**src/rtl/fdlb_pkg.sv**
```systemverilog
package fdlb_pkg;

  typedef enum logic {MEAS_IDLE, MEAS_RUN} meas_state_e;

  // Check distance: delay plus offset, never below one cycle, capped at lim.
  function automatic int ssp_distance(input int dly, input int ofs, input int lim);
    int s;
    s = dly + ofs;
    if (s < 1)   s = 1;
    if (s > lim) s = lim;
    return s;
  endfunction

  // Circular pointer advance for a queue of arbitrary depth.
  function automatic int ptr_step(input int p, input int depth);
    return (p >= depth - 1) ? 0 : p + 1;
  endfunction

endpackage

```
**src/rtl/fdlb_due_fifo.sv**
```systemverilog
module fdlb_due_fifo
  import fdlb_pkg::*;
#(
  parameter  int DEPTH = 4,
  parameter  int TS_W  = 9,
  localparam int CNT_W = $clog2(DEPTH + 1)
) (
  input  logic             clk,
  input  logic             rst_n,
  input  logic             flush,
  input  logic             push,
  input  logic [TS_W-1:0]  push_due,
  input  logic             push_val,
  input  logic [TS_W-1:0]  now,
  output logic             hit,
  output logic             head_val,
  output logic [CNT_W-1:0] fill,
  output logic             ovf_flag
);

  localparam int PTR_W = (DEPTH > 1) ? $clog2(DEPTH) : 1;

  logic [TS_W-1:0]  due_q [DEPTH];
  logic             val_q [DEPTH];
  logic [PTR_W-1:0] rd, wr;
  logic             full, accept, ovf_evt;

  assign full     = (fill == CNT_W'(DEPTH));
  assign hit      = (fill != '0) && (due_q[rd] == now);
  assign head_val = val_q[rd];
  assign accept   = push && !flush && (!full || hit);
  assign ovf_evt  = push && !flush && full && !hit;

  for (genvar i = 0; i < DEPTH; i++) begin : g_slot
    always_ff @(posedge clk or negedge rst_n) begin
      if (!rst_n) begin
        due_q[i] <= '0;
        val_q[i] <= 1'b1;
      end else if (accept && (wr == PTR_W'(i))) begin
        due_q[i] <= push_due;
        val_q[i] <= push_val;
      end
    end
  end

  always_ff @(posedge clk or negedge rst_n) begin
    if (!rst_n) begin
      rd       <= '0;
      wr       <= '0;
      fill     <= '0;
      ovf_flag <= 1'b0;
    end else if (flush) begin
      rd       <= '0;
      wr       <= '0;
      fill     <= '0;
      ovf_flag <= 1'b0;
    end else begin
      if (hit)    rd <= PTR_W'(ptr_step(int'(rd), DEPTH));
      if (accept) wr <= PTR_W'(ptr_step(int'(wr), DEPTH));
      case ({accept, hit})
        2'b10:   fill <= fill + 1'b1;
        2'b01:   fill <= fill - 1'b1;
        default: fill <= fill;
      endcase
      ovf_flag <= ovf_flag | ovf_evt;
    end
  end

endmodule

```
**config.mk**
```make
export PLATFORM = sky130hd
export DESIGN_NAME = fdlb_due_fifo
export DESIGN_NICKNAME = d
export VERILOG_FILES = /design/src/rtl/fdlb_pkg.sv /design/src/rtl/fdlb_due_fifo.sv
export SDC_FILE = /design/constraint.sdc
export NUM_CORES = 1
export LEC_CHECK = 0
export BUFFER_PORTS_ARGS = -buffer_cell sky130_fd_sc_hd__buf_2
export CORE_ASPECT_RATIO = 0.8
export CORE_MARGIN = 4
export CORE_UTILIZATION = 40
export CTS_BUF_LIST = sky130_fd_sc_hd__clkbuf_4 sky130_fd_sc_hd__clkbuf_8 sky130_fd_sc_hd__clkbuf_16
export DETAILED_ROUTE_END_ITERATION = 7
export RECOVER_POWER = 25
export SLEW_MARGIN = 20
export SYNTH_ARGS = -nofsm -noshare
export SYNTH_HDL_FRONTEND = slang
export SYNTH_SLANG_ARGS = --single-unit
```
**constraint.sdc**
```tcl
create_clock -name clk -period 3.18 [get_ports clk]
set_clock_uncertainty 0.2 [all_clocks]
set_input_delay 0.636 -clock clk [delete_from_list [all_inputs] [get_ports clk]]
set_output_delay 0.636 -clock clk [all_outputs]
set_load 0.02 [all_outputs]
```
**Word-level counts from Yosys, hierarchy flattened**

Index checks and enable logic that the tools add are counted.

- $add $sub $neg: 4
- Magnitude comparators: 3
- Eq/ne operators: 7
- Multiplexer cells: 15
- Bitwise operators: 2
- Reduce and logical (&&, ||, !) cells: 18

Operator list:

| cell | count |
|---|---|
| 9-bit binary-select mux with 2-bit select | 1 |
| 9-bit two-way mux | 2 |
| 2-bit two-way mux | 6 |
| 9-bit == test | 1 |
| 1-bit logical AND | 9 |
| 2-bit == test, second input constant | 3 |
| 3-bit one-hot mux with 2 select lines | 1 |
| 3-bit nonzero test | 2 |
| 2-bit by 1-bit adder with 2-bit output, second input constant | 2 |
| 2-bit by 1-bit == test with 1-bit output, second input constant | 2 |
| 2-bit >= comparator, second input constant | 2 |
| 2-bit nonzero test | 2 |
| 3-bit by 1-bit adder with 3-bit output, second input constant | 1 |
| 3-bit == test, second input constant | 1 |
| 3-bit >= comparator, second input constant | 1 |
| 1-bit logical NOT | 3 |
| 1-bit two-way mux | 3 |
| 3-bit two-way mux | 1 |
| 2-bit NOT with 3-bit output | 1 |
| 3-bit by 1-bit subtractor with 3-bit output, second input constant | 1 |
| 1-bit binary-select mux with 2-bit select | 1 |
| 2-bit logical NOT | 1 |
| 1-bit logical OR | 1 |
| 1-bit bitwise OR | 1 |

- Register bits after elaboration: 48
- Input port bits: 23
- Output and inout port bits: 6
- Word-level logic and storage cells: 61

**Logic depth before layout (Yosys ltp)**

Gate-level depths: netlist of the first run.

- Depth after elaboration: 11
- Gate-level depth with buffers: 11
- Mapped depth without buffers: 9

**Worst setup path after synthesis of the first run**

Ideal clock, no wire load.

- Kind: register -> output
- From: register rd[1]
- To: output port hit
- Data arrival time: 2279 ps
- Path slack: 65 ps
- Cell stages (with the launch flop): 7
- Buffers on the path: 1
- Path through: dfrtp_1 -> clkbuf_1 -> mux4_1 -> xnor2_1 -> nand2_1 -> or4b_4 -> nor2_1

- Longest elaborated chain between the ends: 6

Ends and longest elaborated chain:

| element | RTL line | text |
|---|---|---|
| from (decl) | fdlb_due_fifo.sv:25 | `logic [PTR_W-1:0] rd, wr;` |
| from (signal assigned) | fdlb_due_fifo.sv:58 | `if (hit) rd <= PTR_W'(ptr_step(int'(rd), DEPTH));` |
| 2-bit NOT with 3-bit output (implied by the code) | fdlb_due_fifo.sv:29 | `assign hit = (fill != '0) && (due_q[rd] == now);` |
| 9-bit binary-select mux with 2-bit select | fdlb_due_fifo.sv:29 |  |
| 9-bit two-way mux (implied by the code) (2 in series) | fdlb_due_fifo.sv:29 |  |
| 9-bit == test | fdlb_due_fifo.sv:29 |  |
| 1-bit logical AND | fdlb_due_fifo.sv:29 |  |
| to (decl) | fdlb_due_fifo.sv:15 | `output logic hit,` |

Every way passes these cells. The select of a mux whose other input is x is not followed.

**Worst setup path after layout of the first run**

- From: register rd[0]
- To: output port hit

Same word-level chain as after synthesis.

==> results of run 1 <==
cell type report:
type | instances | area, µm² | share of cell area
clock buffer | 7 | 90.1 | 0.0290
sequential | 48 | 1210 | 0.389
tap | 81 | 101 | 0.0326
multi-input combinational | 124 | 1350 | 0.434
clock inverter | 1 | 8.76 | 0.00282
timing repair buffer | 49 | 332 | 0.107
inverter | 5 | 18.8 | 0.00603
power by group:
part	switching, µW	leakage (µW)	internal, µW
clock	213	0.0000519	187
combinational	153	0.000706	213
sequential	71.5	0.000599	751
total	437	0.00136	1150
critical path, cell delays in order, from the launching register on:
cell and delay (ns):
dfrtp_2 0.48, mux4_2 0.56, xnor2_2 0.15, nand2_2 0.09, or4b_4 0.54, nor2_4 0.13
buf_6 0.13
per-layer routing:
| metal | global-route usage | up-vias |
|---|---|---|
| met2 | 0.220 | 30 |
| met4 | 0.0420 | 0 |
| met3 | 0.0426 | 4 |
| li1 | - | 770 |
| met5 | 0 | - |
| met1 | 0.222 | 829 |
logic make-up (layout without fill, tap and decap cells):
logic type | after synthesis | count (layout)
DFF | 48 | 48
buffers and inverters | 9 | 62
AOI/OAI and AO/OA | 19 | 19
xor gates and xnor gates | 9 | 9
muxes | 56 | 56
adders and majority gates | 6 | 6
and+or+nand+nor | 30 | 34
state kept, by name, summed over array words and instances (netlist names):
register and count:
ovf_flag 1, val_q 4, wr 2, rd 2, due_q 36, fill 3
path summary, 6_finish.rpt:
kind,endpoint,cells past startpoint,startpoint
setup / recovery,hit,6,rd[0]
hold / removal,ovf_flag,2,ovf_flag
setup reg to reg,due_q[24],9,rd[0]
hold reg to reg,ovf_flag,2,ovf_flag
max in group asynchronous,val_q[2],2,rst_n
min in group asynchronous,due_q[12],1,rst_n
synthesized netlist by cell type (5+ instances only):
master    n
mux4_1    7
o21ai_0   5
ha_1      5
a21oi_1   8
nand2_1   5
xor2_1    6
dfrtp_1  44
mux2_2   37
nor2_1    7
mux2i_1   8
metrics by stage:
stage	hold WS, ns	instances	setup WS, ns
floorplan	0.140	177	0.0654
global placement	0.272	298	-0.0272
detailed placement	0.285	298	-0.0152
CTS	0.115	311	-0.102
global route	0.319	315	-0.123
finish	0.303	315	-0.0364
repair_timing:
item	4_1_cts	5_1_grt
gates resized for setup	16	6
setup buffers	3	2
pin swaps	7	4
cloned	2	2
endpoints found under the setup margin	4	43
==> summary.md, run 1 <==
| Metric | Value |
|---|---|
| Grt total ovfl | `0` |
| Post-synthesis sequential area ratio | `0.481` |
| CP Capture Type | `primary output` |
| Mux contribution to synthesized area | `0.299` |
| CTS tree | `done` |
| Final Setup Violations | `1` |
| Drt pass-1 iters | `4` |
| Wirelength per Cell | `17.5 µm` |
| Die Y | `78.8 µm` |
| Avg Cell Area, Syn | `14.2 µm²` |
| Met2 WL | `2.49 mm` |
| RSZ-0062 raised after global routing | `true` |
| Post-synth ARST share | `1.00` |
| Outcome | `complete, but fails checks` |
| Largest area contributor in the netlist | `dfrtp_1` |
| Final wirelength | `5.50 mm` |
| Diode count | `0` |
| Area contributors post-synth | `dfrtp_1 44%, mux2_2 17%, mux4_1 7.3%` |
| Post-synth cell types | `37` |
| Yosys reg bits | `48` |
| Final worst-path cycle share | `1.01` |
| Vias in the first global route | `1603` |
| NumNets Final | `262` |
| Final Critical Period | `3.22 ns` |
| Synth Area in Compound Gates | `0.0489` |
| Leak pwr | `0.00136 µW` |
| Pins Over Slew Limit | `0` |
| CTS buffer count | `5` |
| Sink Count | `48` |
| CTS Buffer Depth | `2` |
| Most used DFF post-synth | `dfrtp_1` |
| H-tree lvl count | `2` |
| Critical path startpoint category | `register` |
| R2R setup slack | `0.07 ns` |
| Cts hold-fix bufs | `0` |
| Mapped Area | `2510 µm²` |
| FP Rows | `25` |
| Filler cells | `524` |
| Commonest non-fill, non-tap cell in the layout | `dfrtp_1` |
| First-pass GRT wire length | `8.50 mm` |
| Slew margin rel. | `0.135` |
| Worst setup margin | `-0.0364 ns` |
| Most frequent cells in the layout | `42 x dfrtp_1, 37 x mux2_2, 26 x buf_2` |
| Initial antenna violation count | `0` |
| Sum Neg Setup Slack | `-0.0364 ns` |
| Die ar. | `7600 µm²` |
| Total GRT Usage | `0.151` |
| Synth top area share | `0.439` |
| Clk_lat worst skew | `0.30 ns` |
| Adder-Cell Fraction of Synth Area | `0.0330` |
| Failing checks | `setup timing` |
| Drc violations | `0` |
| Ys Warns | `0` |
| Max-Cap Viols | `0` |
| FMAX | `311 MHz` |
| Vias | `1633` |
| Largest family of logic cells by synthesized area | `multiplexers` |
| ANT nets after route | `0` |
| Critical Path AT | `2.38 ns` |
| HPWL Detailed | `3.61 mm` |
| Pin count of the biggest net entering global routing | `24` |
| Post-synth EDFFs | `0` |
| Share of cells above drive strength 1 | `0.543` |
| Core area | `6010 µm²` |
| Post-synth net total | `206` |
| Post-Route Utilization | `0.518` |
| CP Class | `register to primary output` |
| Post-route cell area | `3110 µm²` |
| Synth Area in Simple Gates | `0.0859` |
| Synth Area in XOR/XNOR | `0.0315` |
| DRT iter0 DRCs | `44` |
| CP Max Fanout | `5` |
| Synthesized instance count | `177` |
| I/O pin cnt | `29` |
| Clock slew at reported path FFs | `0.09 ns` |
| RePlAce Congestion | `0.843` |
| Port buffer count | `28` |
| CP required | `2.34 ns` |
| Tot Pwr | `1590 µW` |
| Uppermost layer routed | `met4` |
| Vias/cell | `5.18` |
| Worst slew pin tran | `1.30 ns` |
| Hold Crit Class | `register to register` |
| VDD IR max | `0.000305 V` |
| Placed cell areas | `2860 µm²` |
| CTS root buf | `clkbuf_8` |
| Syn-to-layout area delta | `24.1%` |
| Wl on met1 | `2.76 mm` |
| Initial Util | `0.417` |
| Horiz. Die Dim | `96.5 µm` |
| Pwr per Cell Area | `511 nW/µm²` |
| Final Hold Fails | `0` |
| Routed length on met3 | `210 µm` |
(Power assumes the default switching activity.)
==> run 2, diff against run 1 <==
--- a/config.mk
+++ b/config.mk
@@ -5,6 +5,7 @@
 export SDC_FILE = /design/constraint.sdc
 export NUM_CORES = 1
 export LEC_CHECK = 0
+export ABC_AREA = 1
 export BUFFER_PORTS_ARGS = -buffer_cell sky130_fd_sc_hd__buf_2
 export CORE_ASPECT_RATIO = 0.8
 export CORE_MARGIN = 4
==> run 2 against run 1 <==
The run now ends clean. Via count is 31% higher. Final cell count is 39% higher. Routed wire length is 8.9% higher. Synthesized area is 11% higher. Highest routed layer unchanged. Synthesized cell count is 85% higher. Count of clock-buffer cells in the layout is 2 lower. Largest cell class unchanged. Design area is 1.8% lower. Die area is 9.8% higher.
==> summary.md, run 2 <==
| Metric | Value |
|---|---|
| Slew margin rel. | `0.115` |
| Syn-to-layout area delta | `10.0%` |
| Worst setup startpoint | `rd[1]` |
| Synth Area in Simple Gates | `0.338` |
| CTS Buffer Depth | `2` |
| Dpl ws | `0.521 ns` |
| Grt total ovfl | `0` |
| Clock slew at reported path FFs | `0.09 ns` |
| Core area | `6570 µm²` |
| Cts hold-fix bufs | `0` |
| Biggest register | `due_q` |
| Finished Layout Cells | `438` |
| Most used DFF post-synth | `dfrtp_1` |
| Worst slew pin tran | `1.33 ns` |
| Synth Area in Compound Gates | `0.100` |
| Switching share of total power | `0.318` |
| Final Critical Period | `2.93 ns` |
| HPWL Detailed | `4.18 mm` |
| Largest family of logic cells by synthesized area | `simple AND/OR/NAND/NOR gates` |
| VDD IR max | `0.000345 V` |
| Critical Path AT | `2.09 ns` |
| Sum Neg Setup Slack | `0 ns` |
| CP dominant cell by count | `nand2_1` |
| Mux contribution to synthesized area | `0` |
| Synth Area in XOR/XNOR | `0.00315` |
| Critical Path End | `hit` |
| Total GRT Usage | `0.153` |
| Sequential power share | `0.441` |
| Post-synth EDFFs | `0` |
| Most frequent cells in the layout | `110 x nand2_1, 44 x dfrtp_1, 30 x o21ai_1` |
| Critical path startpoint category | `register` |
| RSZ-0062 raised after global routing | `false` |
| CTS buffer count | `5` |
| Final Hold Fails | `0` |
| CP required | `2.34 ns` |
| Diode count | `0` |
| Wirelength per Cell | `13.7 µm` |
| Pwr per Cell Area | `693 nW/µm²` |
| Vias/cell | `4.87` |
| Post-placement cell count | `430` |
| ANT nets after route | `0` |
| Synth top cells by count | `110 x nand2_1, 44 x dfrtp_1, 30 x o21ai_1, 26 x inv_1, 24 x nand3_1` |
| R2R setup slack | `0.50 ns` |
| Initial Util | `0.423` |
| CP cell instances | `inv_1, nand3_2, nand2_1, nand2_1, nand2_1, nand2_2, nor2_4, nand3_4, inv_1, buf_2` |
| Ys Warns | `0` |
| Internal | `1440 µW` |
| Max FFs per register | `36` |
| Reg2reg path depth | `16` |
| RePlAce Congestion | `0.852` |
| Reg-to-Reg Start | `rd[0]` |
| Vias | `2135` |
| Port buffer count | `28` |
| Largest area contributor in the netlist | `dfrtp_1` |
| Largest registers | `due_q: 36 flops, val_q: 4 flops, fill: 3 flops` |
| RR Endpoint | `fill[2]` |
| Yosys reg bits | `48` |
| Crit-path max cell delay | `0.40 ns` |
| Final Setup Violations | `0` |
| Hold Crit Class | `register to register` |
| Postcts setup bufs | `0` |
| Final worst-path cycle share | `0.920` |
| Post-route cell area | `3060 µm²` |
| First-pass GRT wire length | `9.98 mm` |
| Max-Cap Viols | `0` |
| CTS tree | `done` |
| Commonest non-fill, non-tap cell in the layout | `nand2_1` |
| FMAX | `342 MHz` |
| Leak pwr | `0.00155 µW` |
| Number of cells on the critical path | `10` |
| Clk_lat worst skew | `0.30 ns` |
| Area contributors post-synth | `dfrtp_1 40%, nand2_1 15%, o21ai_1 5.4%` |
| CP Class | `register to primary output` |
| CP Max Fanout | `11` |
| Synth top area share | `0.396` |
| Post-synth cell types | `29` |
| H-tree lvl count | `2` |
| Post-synth net total | `357` |
| Avg Cell Area, Syn | `8.47 µm²` |
| Critical-path top delay cell | `inv_1` |
| Pins Over Slew Limit | `0` |
| Synthesized instance count | `328` |
| Adder-Cell Fraction of Synth Area | `0.0297` |
| Drt pass-1 iters | `4` |
| Placed cell areas | `2900 µm²` |
| FP Rows | `26` |
| Worst setup margin | `0.254 ns` |
| CP Capture Type | `primary output` |
| Die ar. | `8350 µm²` |
| NetSw | `674 µW` |
| Most frequent cell after synthesis | `nand2_1` |
| Top delay family on crit path | `simple AND/OR/NAND/NOR gates` |
| Horiz. Die Dim | `101 µm` |
| Die Y | `82.5 µm` |
| NumNets Final | `382` |
| Post-synth ARST share | `1.00` |
| Outcome | `finished clean` |
| CP bufs+invs | `3` |
| Vias in the first global route | `2102` |
| Clk pwr share | `0.287` |
| CTS root buf | `clkbuf_8` |
| Post-synthesis sequential area ratio | `0.434` |
| Initial antenna violation count | `0` |
| DRT iter0 DRCs | `84` |
| I/O pin cnt | `29` |
| Drc violations | `0` |
| Combinational fraction of design power | `0.272` |
| Resize count post-CTS | `0` |
| Share of cells above drive strength 1 | `0.257` |
| Mapped Area | `2780 µm²` |
| Sink Count | `48` |
| Pin count of the biggest net entering global routing | `27` |
| Final wirelength | `5.99 mm` |
[run 2: changes by cell type after synthesis, sizes merged, moves of 10 or more]
cell   previous run  this run
mux2             40         0
nand3             6        41
inv               5        29
o21ai             6        46
buf               3        13
nand2             5       124
[run 2: final cells by class]
class                   instances  area [µm²]
clock buffers                   5        68.8
clock inverters                 3        90.1
fillers                       680        3520
inverters                      29         109
multi-input cells             237        1310
flip-flops and latches         48        1210
well taps                      84         105
repair buffers                 32         166
[run 2: worst reg2reg max path, delay by kind of cell, from the launching register on]
family                   cells  cell delay, ns
AND/OR/NAND/NOR             11            0.97
buffers and inverters        3            0.43
flip-flops                   1            0.40
adder cells (fa/ha/maj)      1            0.37
XOR/XNOR                     1            0.20
[run 2: how the worst min path moves through the flow]
stage / startpoint / cells after the start / end
finish: val_q[2] / 2 / val_q[2]
global route: val_q[3] / 2 / val_q[3]
floorplan: rst_n / 0 / due_q[0]
detailed placement: val_q[2] / 2 / val_q[2]
CTS: rst_n / 1 / due_q[25]
global placement: val_q[2] / 2 / val_q[2]
[run 2: kinds of logic (layout without fill, tap and decap cells)]
family                   after synthesis  in the layout
adder cells (fa/ha/maj)                6              6
AO/OA/AOI/OAI                         48             48
XOR/XNOR                               1              1
buffers and inverters                 43             69
flip-flops                            48             48
AND/OR/NAND/NOR                      182            182
[run 2: metal layers]
| metal | global-route usage | vias up | routed length [µm] |
|---|---|---|---|
| met3 | 0.0302 | 9 | 201 |
| met1 | 0.213 | 988 | 3090 |
| met5 | 0 | - | 0 |
| met4 | 0.0518 | 0 | 92 |
| met2 | 0.240 | 39 | 2600 |
| li1 | - | 1099 | - |
[run 2: power by group through the flow]
stage	logic, µW	clock network, µW	registers [µW]
2_1_floorplan	477	0	924
5_1_grt	669	642	954
3_3_place_gp	564	0	943
6_report	576	608	933
3_5_place_dp	583	0	943
4_1_cts	586	616	933
[run 2: through the flow]
step | total power (µW) | utilization | hold slack, ns
after floorplan | 1400 | - | 0.140
after global placement | 1510 | 0.441 | 0.264
after detailed placement | 1530 | 0.441 | 0.266
after CTS | 2130 | 0.466 | 0.124
after global routing | 2270 | 0.465 | 0.300
final | 2120 | 0.465 | 0.279
==> run 3, diff against run 2 <==
--- a/config.mk
+++ b/config.mk
@@ -12,6 +12,7 @@
 export CORE_UTILIZATION = 40
 export CTS_BUF_LIST = sky130_fd_sc_hd__clkbuf_4 sky130_fd_sc_hd__clkbuf_8 sky130_fd_sc_hd__clkbuf_16
 export DETAILED_ROUTE_END_ITERATION = 7
+export MAX_ROUTING_LAYER = met4
 export RECOVER_POWER = 25
 export SLEW_MARGIN = 20
 export SYNTH_ARGS = -nofsm -noshare
==> run 3 against run 2 <==
Total power increased by 0.11%. Final cell count unchanged. Clock power barely moved. Global-route usage is 0.46 points higher. Flip-flop and latch count stayed put. Count of clock-buffer cells in the layout unchanged. Largest cell class unchanged. Largest power group unchanged.
==> summary.md, run 3 (synthesis results as in run 2) <==
| Metric | Value |
|---|---|
| CP Capture Type | `primary output` |
| Die ar. | `8350 µm²` |
| Final Setup Violations | `0` |
| Initial Util | `0.423` |
| Placed cell areas | `2900 µm²` |
| Critical-path top delay cell | `inv_1` |
| Commonest non-fill, non-tap cell in the layout | `nand2_1` |
| Total GRT Usage | `0.158` |
| Worst setup margin | `0.252 ns` |
| FMAX | `342 MHz` |
| CP dominant cell by count | `nand2_1` |
| Cts hold-fix bufs | `0` |
| HPWL Detailed | `4.18 mm` |
| Register Area | `1210 µm²` |
| CTS buffer count | `5` |
| CP required | `2.34 ns` |
| Area used by multi-input combinational logic | `1310 µm²` |
| Pin count of the biggest net entering global routing | `27` |
| Most frequent cells in the layout | `110 x nand2_1, 44 x dfrtp_1, 30 x o21ai_1` |
| Postcts setup bufs | `0` |
| Slew margin rel. | `0.131` |
| H-tree lvl count | `2` |
| Clock slew at reported path FFs | `0.09 ns` |
| Initial antenna violation count | `0` |
| Pwr per Cell Area | `694 nW/µm²` |
| VDD IR max | `0.000345 V` |
| RSZ-0062 raised after global routing | `false` |
| Crit-path max cell delay | `0.40 ns` |
| Pins Over Slew Limit | `0` |
| Syn-to-layout area delta | `10.0%` |
| DRT iter0 DRCs | `82` |
| Clk_lat worst skew | `0.30 ns` |
| Critical Path AT | `2.09 ns` |
| Final worst-path cycle share | `0.921` |
| Outcome | `finished clean` |
| Critical path startpoint category | `register` |
| Biggest register | `due_q` |
| Grt total ovfl | `0` |
| Max FFs per register | `36` |
| CP Max Fanout | `11` |
| Final Hold Fails | `0` |
| Final wirelength | `5.98 mm` |
| CP Class | `register to primary output` |
| Max-Cap Viols | `0` |
| Horiz. Die Dim | `101 µm` |
| Post-placement cell count | `430` |
| Die Y | `82.5 µm` |
| Sum Neg Setup Slack | `0 ns` |
| CTS root buf | `clkbuf_8` |
| First-pass GRT wire length | `9.98 mm` |
| NumNets Final | `382` |
| Wirelength per Cell | `13.7 µm` |
| FP Rows | `26` |
| RePlAce Congestion | `0.866` |
| Core area | `6570 µm²` |
| Dpl ws | `0.521 ns` |
| Share of cells above drive strength 1 | `0.257` |
| Largest registers | `due_q: 36 flops, val_q: 4 flops, fill: 3 flops` |
| Drc violations | `0` |
| CTS tree | `done` |
| Port buffer count | `28` |
| Sink Count | `48` |
| ANT nets after route | `0` |
| Final Critical Period | `2.93 ns` |
| Worst slew pin tran | `1.30 ns` |
| Vias in the first global route | `2098` |
| Vias | `2138` |
| Resize count post-CTS | `0` |
| Finished Layout Cells | `438` |
| Drt pass-1 iters | `4` |
| CTS Buffer Depth | `2` |
| Hold Crit Class | `register to register` |
| Post-Route Utilization | `0.465` |
| Diode count | `0` |
| Filler cells | `680` |
| CP cell instances | `inv_1, nand3_2, nand2_1, nand2_1, nand2_1, nand2_2, nor2_4, nand3_4, inv_1, buf_2` |
| Post-route cell area | `3060 µm²` |
| Vias/cell | `4.88` |
| I/O pin cnt | `29` |
| Leak pwr | `0.00155 µW` |
## run 3: cell counts in the layout (fill, tap and decap cells not counted)
No cell type changed its count.
## run 3: worst max-delay path: cells and delay by family (launching register included)
kind	cells	cell delay (ns)
flip-flops	1	0.39
buffers and inverters	3	0.66
AND/OR/NAND/NOR	7	0.72
## run 3: power by group
group,internal (µW),switching (µW),total (µW)
Combinational,235,342,577
Sequential,816,118,934
Clock,393,216,609
Total,1440,676,2120
## run 3: worst paths after layout
check / start / end / slack (ns) / cells past startpoint
max: rd[1] / hit / 0.25 / 10
min: val_q[2] / val_q[2] / 0.28 / 2
max reg2reg: rd[1] / fill[2] / 0.50 / 17
min reg2reg: val_q[2] / val_q[2] / 0.28 / 2
max in group asynchronous: rst_n / due_q[4] / 1.10 / 2
min in group asynchronous: rst_n / due_q[25] / 0.40 / 1
## run 3: final cells by class
type / count / share of cell area
multi-input combinational: 237 / 0.429
sequential: 48 / 0.395
timing repair buffer: 32 / 0.0545
inverter: 29 / 0.0356
tap: 84 / 0.0344
clock inverter: 3 / 0.0295
clock buffer: 5 / 0.0225
## run 3: per-stage QoR
| step | power [µW] | hold WS, ns |
|---|---|---|
| after CTS | 2130 | 0.124 |
| after floorplan | 1400 | 0.140 |
| after detailed placement | 1530 | 0.266 |
| after global routing | 2270 | 0.300 |
| after global placement | 1510 | 0.264 |
| final | 2120 | 0.279 |
## run 3: metal layers
layer / up-vias / part of all wire / track usage
met2: 41 / 0.43 / 0.240
met4: 0 / 0.015 / 0.0518
met1: 989 / 0.52 / 0.214
met5: - / 0 / -
met3: 9 / 0.034 / 0.0294
li1: 1099 / - / -
